`src/rtl/mab_pkg.sv`:
```
package mab_pkg;
  typedef enum logic [1:0] {
    RESP_OK  = 2'b00,
    RESP_ERR = 2'b10
  } mab_resp_e;
endpackage

```
`src/rtl/mab_cmd_map.sv`:
```
module mab_cmd_map #(
  parameter int DATA_W  = 32,
  parameter int WORD_AW = 8,
  localparam int LANES   = DATA_W / 8,
  localparam int SHIFT   = $clog2(LANES),
  localparam int BYTE_AW = WORD_AW + SHIFT
) (
  input  logic [WORD_AW-1:0] word_addr,
  input  logic [LANES-1:0]   byteen,
  output logic [BYTE_AW-1:0] byte_addr,
  output logic [DATA_W-1:0]  biten
);
  // scale word index to byte offset
  always_comb begin
    byte_addr = BYTE_AW'(word_addr) << SHIFT;
  end

  // fan each lane enable out to its eight data bits
  for (genvar g = 0; g < LANES; g++) begin : g_lane
    assign biten[8*g +: 8] = {8{byteen[g]}};
  end
endmodule

```
`src/rtl/mab_pending_ctr.sv`:
```
module mab_pending_ctr #(
  parameter int MAX_OUT = 4,
  localparam int CNT_W  = $clog2(MAX_OUT + 1)
) (
  input  logic clk,
  input  logic rst_n,
  input  logic inc,
  input  logic dec,
  output logic full
);
  logic [CNT_W-1:0] cnt_q, cnt_d;
  logic             cnt_en;

  always_comb begin
    cnt_en = inc ^ dec;
    cnt_d  = inc ? cnt_q + CNT_W'(1) : cnt_q - CNT_W'(1);
  end

  always_ff @(posedge clk or negedge rst_n) begin
    if (!rst_n)      cnt_q <= '0;
    else if (cnt_en) cnt_q <= cnt_d;
  end

  assign full = (cnt_q == CNT_W'(MAX_OUT));
endmodule

```
`src/rtl/mab_resp_mux.sv`:
```
module mab_resp_mux
  import mab_pkg::*;
#(
  parameter int DATA_W = 32
) (
  input  logic              rd_ack,
  input  logic              rd_err,
  input  logic [DATA_W-1:0] rd_data,
  input  logic              wr_ack,
  input  logic              wr_err,
  output logic              rvalid,
  output logic              wrvalid,
  output logic [DATA_W-1:0] rdata,
  output logic [1:0]        resp
);
  mab_resp_e code;

  always_comb begin
    rvalid  = rd_ack;
    wrvalid = wr_ack;
    rdata   = rd_ack ? rd_data : '0;
    code    = ((rd_ack && rd_err) || (wr_ack && wr_err)) ? RESP_ERR : RESP_OK;
    resp    = code;
  end
endmodule

```
`src/rtl/mab_bridge.sv`:
```
module mab_bridge #(
  parameter int DATA_W  = 32,
  parameter int WORD_AW = 8,
  parameter int MAX_OUT = 4,
  localparam int LANES   = DATA_W / 8,
  localparam int BYTE_AW = WORD_AW + $clog2(LANES)
) (
  input  logic               clk,
  input  logic               rst_n,
  input  logic               bus_read,
  input  logic               bus_write,
  input  logic [WORD_AW-1:0] bus_addr,
  input  logic [DATA_W-1:0]  bus_wdata,
  input  logic [LANES-1:0]   bus_byteen,
  output logic               bus_wait,
  output logic [DATA_W-1:0]  bus_rdata,
  output logic               bus_rvalid,
  output logic [1:0]         bus_resp,
  output logic               bus_wrvalid,
  output logic               req,
  output logic               req_is_wr,
  output logic [BYTE_AW-1:0] req_addr,
  output logic [DATA_W-1:0]  req_wdata,
  output logic [DATA_W-1:0]  req_biten,
  input  logic               stall_rd,
  input  logic               stall_wr,
  input  logic               rd_ack,
  input  logic               rd_err,
  input  logic [DATA_W-1:0]  rd_data,
  input  logic               wr_ack,
  input  logic               wr_err
);
  logic cmd_valid, stall_hit, slots_full;

  always_comb begin
    cmd_valid = bus_read || bus_write;
    stall_hit = (bus_read && stall_rd) || (bus_write && stall_wr);
    bus_wait  = cmd_valid && (stall_hit || slots_full);
    req       = cmd_valid && !bus_wait;
    req_is_wr = bus_write;
    req_wdata = bus_wdata;
  end

  mab_cmd_map #(.DATA_W(DATA_W), .WORD_AW(WORD_AW)) u_map (
    .word_addr (bus_addr),
    .byteen    (bus_byteen),
    .byte_addr (req_addr),
    .biten     (req_biten)
  );

  mab_pending_ctr #(.MAX_OUT(MAX_OUT)) u_ctr (
    .clk   (clk),
    .rst_n (rst_n),
    .inc   (req),
    .dec   (rd_ack || wr_ack),
    .full  (slots_full)
  );

  mab_resp_mux #(.DATA_W(DATA_W)) u_resp (
    .rd_ack  (rd_ack),
    .rd_err  (rd_err),
    .rd_data (rd_data),
    .wr_ack  (wr_ack),
    .wr_err  (wr_err),
    .rvalid  (bus_rvalid),
    .wrvalid (bus_wrvalid),
    .rdata   (bus_rdata),
    .resp    (bus_resp)
  );
endmodule

```
`config.mk`:
```
export PLATFORM = sky130hd
export DESIGN_NAME = mab_bridge
export DESIGN_NICKNAME = d
export VERILOG_FILES = /design/src/rtl/mab_pkg.sv /design/src/rtl/mab_cmd_map.sv /design/src/rtl/mab_pending_ctr.sv /design/src/rtl/mab_resp_mux.sv /design/src/rtl/mab_bridge.sv
export SDC_FILE = /design/constraint.sdc
export NUM_CORES = 1
export LEC_CHECK = 0
export ABC_AREA = 0
export BUFFER_PORTS_ARGS = -buffer_cell sky130_fd_sc_hd__buf_2
export CORE_AREA = 5 5 74 76
export CTS_CLUSTER_DIAMETER = 100
export DETAILED_ROUTE_END_ITERATION = 6
export DIE_AREA = 0 0 79 81
export PLACE_DENSITY = 0.76
export SLEW_MARGIN = 20
export SYNTH_ARGS = -nofsm -noshare
export SYNTH_HDL_FRONTEND = slang
export SYNTH_SLANG_ARGS = --single-unit
```
`constraint.sdc`:
```
create_clock -name clk -period 2.2 [get_ports clk]
set_input_delay 0.33 -clock clk [delete_from_list [all_inputs] [get_ports clk]]
set_output_delay 0.33 -clock clk [all_outputs]
set_load 0.03 [all_outputs]
```
**Word-level counts from Yosys, hierarchy flattened**

Index checks and enable logic that the tools add are counted.
W data, S select, Z words.

- Register bits after elaboration: 3
- Output and inout bits: 113

- Add/subtract/negate cells: 2
- Reductions and logical operators: 12
- Mux-type cells: 3
- Eq/ne operators: 1
- Bitwise gates (word level): 1

Operator list:

| kind | count |
|---|---|
| $mux W32 | 1 |
| $logic_and A1 B1 Y1 | 6 |
| $logic_or A1 B1 Y1 | 5 |
| $add A3 B1 Y3 const B | 1 |
| $eq A3 B3 Y1 const B | 1 |
| $mux W3 | 1 |
| $sub A3 B1 Y3 const B | 1 |
| $mux W2 | 1 |
| $logic_not A1 Y1 | 1 |
| $xor A1 B1 Y1 | 1 |

**Logic depth before layout (Yosys ltp)**

- Depth after elaboration: 7
- Gate-level depth with buffers: 7
- Mapped depth without buffers: 7

**Cells and area by module**

Synthesis repeated with hierarchy kept, for this count alone.

- Cell total of the unflattened synthesis: 136
- Area total of the unflattened synthesis: 1061.0 µm²

By module, submodules not included:

| module | instances | cells each | area each (µm²) |
|---|---|---|---|
| mab_cmd_map | 1 | 43 | 319.1 |
| mab_resp_mux | 1 | 40 | 291.5 |
| mab_bridge | 1 | 40 | 290.3 |
| mab_pending_ctr | 1 | 13 | 160.2 |

**Worst setup path after synthesis**

No wires, ideal clock.

- Path type: reg-to-reg
- Start: register u_ctr.cnt_q[2]
- End: register u_ctr.cnt_q[2]
- Slack: 0.168 ns
- Clock period less this slack: 2.032 ns
- Library setup time: 0.130 ns
- Cell stages (with the launch flop): 8
- Buffers on the path: 0
- Arrival time: 1.903 ns
- Cell sequence: dfrtp_1 -> nor3b_2 -> nor3_4 -> inv_1 -> fa_1 -> and2_1 -> mux2i_1 -> o22ai_1

- Longest elaborated chain between the ends: 6
- Elaborated cells between the ends (all ways): 9

RTL lines:

| what | line | source |
|---|---|---|
| from (decl) | mab_pending_ctr.sv:11 | `logic [CNT_W-1:0] cnt_q, cnt_d;` |
| from (signal assigned) | mab_pending_ctr.sv:21 | `else if (cnt_en) cnt_q <= cnt_d;` |
| $eq A3 B3 Y1 (*) | mab_pending_ctr.sv:24 | `assign full = (cnt_q == CNT_W'(MAX_OUT));` |
| $logic_or A1 B1 Y1 (*) | mab_bridge.sv:38 | `bus_wait = cmd_valid && (stall_hit \|\| slots_full);` |
| $logic_and A1 B1 Y1 (*) | mab_bridge.sv:38 |  |
| $logic_not A1 Y1 (*) | mab_bridge.sv:39 | `req = cmd_valid && !bus_wait;` |
| $logic_and A1 B1 Y1 (*) | mab_bridge.sv:39 |  |
| named net req | mab_bridge.sv:20 | `output logic req,` |
| $mux W3 / $xor A1 B1 Y1 (equally long branches) | mab_pending_ctr.sv:16, mab_pending_ctr.sv:15 |  |

The timed path passes the listed nets; every way through them passes the cells marked *.
A chain may end at the register's enable or synchronous reset.

**Final worst setup path**

- Start: register u_ctr.cnt_q[2]
- End: register u_ctr.cnt_q[2]

- Longest elaborated chain between the ends: 6
- Elaborated cells between the ends (all ways): 9

RTL lines:

| what | line |
|---|---|
| $eq A3 B3 Y1 | mab_pending_ctr.sv:24 |
| $logic_or A1 B1 Y1 | mab_bridge.sv:38 |
| $logic_and A1 B1 Y1 | mab_bridge.sv:38 |
| $logic_not A1 Y1 | mab_bridge.sv:39 |
| $logic_and A1 B1 Y1 | mab_bridge.sv:39 |
| $mux W3 / $xor A1 B1 Y1 (equally long branches) | mab_pending_ctr.sv:16, mab_pending_ctr.sv:15 |

Several ways; a longest one is shown, not always the timed one.

==> metrics.md <==
| Metric | Value |
|---|---|
| Syn Inst Count | 139 |
| DPL Wire Length | 1988 um |
| Gr busiest metal | met2 |
| CP max stage cell | fa_1 |
| Peak supply drop | 0.2607 mV |
| Worst r2r src | u_ctr.cnt_q[2] |
| Critical Setup Path Class | flop to flop |
| Post-Route WL | 2316 um |
| Wire per inst | 11.64 um |
| RSZ-0062 raised after global routing | false |
| Max Cap Violations | 0 |
| ANT nets after route | 0 |
| Final net count | 233 |
| Met1 global-route usage | 5.688% |
| Layout Cells excl Fill | 199 |
| Sw Share | 41.86% |
| Initial antenna violation count | 0 |
| Drt drc | 0 |
| Fraction of layout cells with a size suffix above 1 | 60.00% |
| Hold Crit Class | input pin to asynchronous set/reset pin |
| Synth top area cells | buf_4, and2_1, dfrtp_1, fa_1, a22o_1 |
| Top Registers | u_ctr.cnt_q (3) |
| Yosys reg bits | 3 |
| Top reg by flops | u_ctr.cnt_q |
| Num CTS Buffers | 3 |
| Setup_tns | 0 ns |
| Reg power frac | 18.5% |
| Sink Count | 3 |
| Critical path cell sequence | nor3b_2 > nor3_4 > inv_1 > fa_1 > and2_1 > mux2i_1 > o22ai_1 |
| CP peak stage delay | 0.48 ns |
| Share of the yosys chip area belonging to registers | 7.168% |
| Final Skew | 0.004393 ns |
| Vias | 750 |
| Starting Density | 22.47% |
| DRT iter0 DRCs | 5 |
| CP endpoint kind | flop |
| Critical Path AT | 2.03 ns |
| Placed cell count | 194 |
| Setup Buffers After CTS | 0 |
| Syn_area_per_cell | 7.534 um2 |
| Final hold vios | 0 |
| Crit-path max FO | 5 |
| Power Density | 652.3 nW/um2 |
| N_diodes | 0 |
| Root buf cell | clkbuf_8 |
| Vias in the first global route | 834 |
| Skew-Pair Late Insertion Delay | 0.21 ns |
| Post-DR vias/cell | 3.769 |
| Post-synth top area share | 55.91% |
| Critical path origin | u_ctr.cnt_q[2] |
| Final Slew Violations | 0 |
| Met3 Track Usage GR | 4.102% |
| Clock share of power | 24.4% |
| Met2 GRT Util | 12.12% |
| Die Span Y | 81 um |
| Drt pass-1 iters | 4 |
| H-Tree Depth | 1 |
| F_max | 513.4 MHz |
| Synth area leader | buf_4 |
| CTS tree | yes |
| CTS max path bufs | 2 |
| Gate power share | 57.1% |
| Synth Cell Area | 1047 um2 |
| Core footprint | 4661 um2 |
| CP startpoint kind | flop |
| Synth-to-layout area growth | -6.093% |
| WP data required | 2.28 ns |
| Switch Pwr | 0.0002685 W |
| PostCTS Resize Cnt | 0 |
| RePlAce Congestion | 0.6261 |
| Congestion Overflow GR | 0 |
| Std cell rows | 25 |
| Yosys cell types | 20 |
| Tot GR Track Use | 6.482% |
| Final setup fails | 0 |
| Number of buffers added on ports | 79 |
| P_int | 0.0003730 W |
| First-pass GRT wire length | 3532 um |
| Min Clock Period, post-route | 1.948 ns |
| Yosys warns | 0 |
| Lkg Pwr | 0.5716 nW |
| I/O Pins | 199 |
| Max FFs per register | 3 |
| Die ar. | 6399 um2 |
| Final period utilization | 88.54% |
| Status | finished, final reports clean |
| Worst-path clk slew | 0.03 ns |
| Die Wd | 79 um |
| Largest net degree at the start of global routing | 32 |
==> cell usage in the layout (no fill, tap or decap), drive strengths merged, types with 2 or more instances in the layout <==
master   n
dfrtp    3
a22o     2
clkbuf   4
conb     3
nor2     4
nor3     2
buf     80
o21ai    2
inv      2
and2    33
==> final timing paths <==
| path | to | slack, ns | cells after the start |
|---|---|---|---|
| worst max-delay path | u_ctr.cnt_q[2] | 0.25 | 7 |
| worst min-delay path | u_ctr.cnt_q[1] | 0.45 | 2 |
| worst max register to register | u_ctr.cnt_q[2] | 0.25 | 7 |
| worst min register to register | u_ctr.cnt_q[2] | 0.49 | 1 |
| max in group asynchronous | u_ctr.cnt_q[2] | 1.64 | 2 |
| min in group clk | u_ctr.cnt_q[2] | 0.49 | 1 |
==> cell usage after synthesis <==
| master | count |
|---|---|
| a22o_1 | 2 |
| a31o_2 | 1 |
| and2_1 | 33 |
| buf_4 | 78 |
| clkbuf_1 | 3 |
| conb_1 | 1 |
| dfrtp_1 | 3 |
| fa_1 | 1 |
| inv_1 | 2 |
| mux2_4 | 1 |
| mux2i_1 | 1 |
| nand2_1 | 1 |
| nor2_1 | 4 |
| nor3_1 | 1 |
| nor3_4 | 1 |
| nor3b_2 | 1 |
| o21ai_0 | 2 |
| o22ai_1 | 1 |
| xnor2_1 | 1 |
| xor2_1 | 1 |
==> power groups by stage <==
| stage | logic, W | registers [W] | clock network [W] |
|---|---|---|---|
| floorplan | 0.000517 | 0.000111 | 0 |
| finish | 0.000366 | 0.000119 | 0.000156 |
| detailed placement | 0.000369 | 0.000119 | 0 |
| global route | 0.000403 | 0.000124 | 0.000163 |
| global placement | 0.000356 | 0.000117 | 0 |
| CTS | 0.000372 | 0.000120 | 0.000161 |
==> kinds of logic (layout without fill, tap and decap cells) <==
kind of cell	Yosys count	count (layout)	share of synthesized area, %
adders and majority gates	1	1	1.912
buffers and inverters	83	87	57.71
and+or+nand+nor	41	41	24.73
other	1	3	0.3581
AOI/OAI and AO/OA	6	6	4.063
muxes	2	2	2.389
DFF	3	3	7.168
xor gates and xnor gates	2	2	1.673
==> critical path, delay by kind of cell, from the launching register on <==
kind | cells | cell delay (ns)
and+or+nand+nor | 3 | 0.64
AOI/OAI and AO/OA | 1 | 0.09
buffers and inverters | 1 | 0.10
DFF | 1 | 0.38
adders and majority gates | 1 | 0.48
muxes | 1 | 0.14
==> through the flow <==
| stage | setup slack (ns) | total power (W) | hold WS [ns] | util (%) | instance area, um2 |
|---|---|---|---|---|---|
| after floorplan | 0.1677 | 0.0006280 | 0.03441 | - | 1055 |
| after global placement | 0.2594 | 0.0004730 | 0.1280 | 19.92 | 928.4 |
| after detailed placement | 0.1760 | 0.0004888 | 0.1296 | 19.92 | 928.4 |
| after CTS | 0.2483 | 0.0006528 | 0.4414 | 21.10 | 983.4 |
| after global routing | 0.1021 | 0.0006896 | 0.4552 | 21.10 | 983.4 |
| final | 0.2521 | 0.0006415 | 0.4484 | 21.10 | 983.4 |
==> layout make-up <==
type                    count  area [um2]
fillers                   510        3677
repair buffers             81       412.9
multi-input cells          55       375.4
flip-flops and latches      3       75.07
well taps                  54       67.56
clock buffers               4       45.04
inverters                   2       7.507
==> per-layer routing <==
layer  wire length, um  vias up
li1                  -      357
met1               683      317
met2              1241       67
met3               360        9
met4                31        0
met5                 0        -
==> repair_timing <==
| action | 4_1_cts | 5_1_grt |
|---|---|---|
| hold buffers | 1 | 0 |
| setup endpoints to repair | 0 | 0 |
| endpoints found under the hold margin | 3 | 0 |
Power figures use the tool's default switching activity.
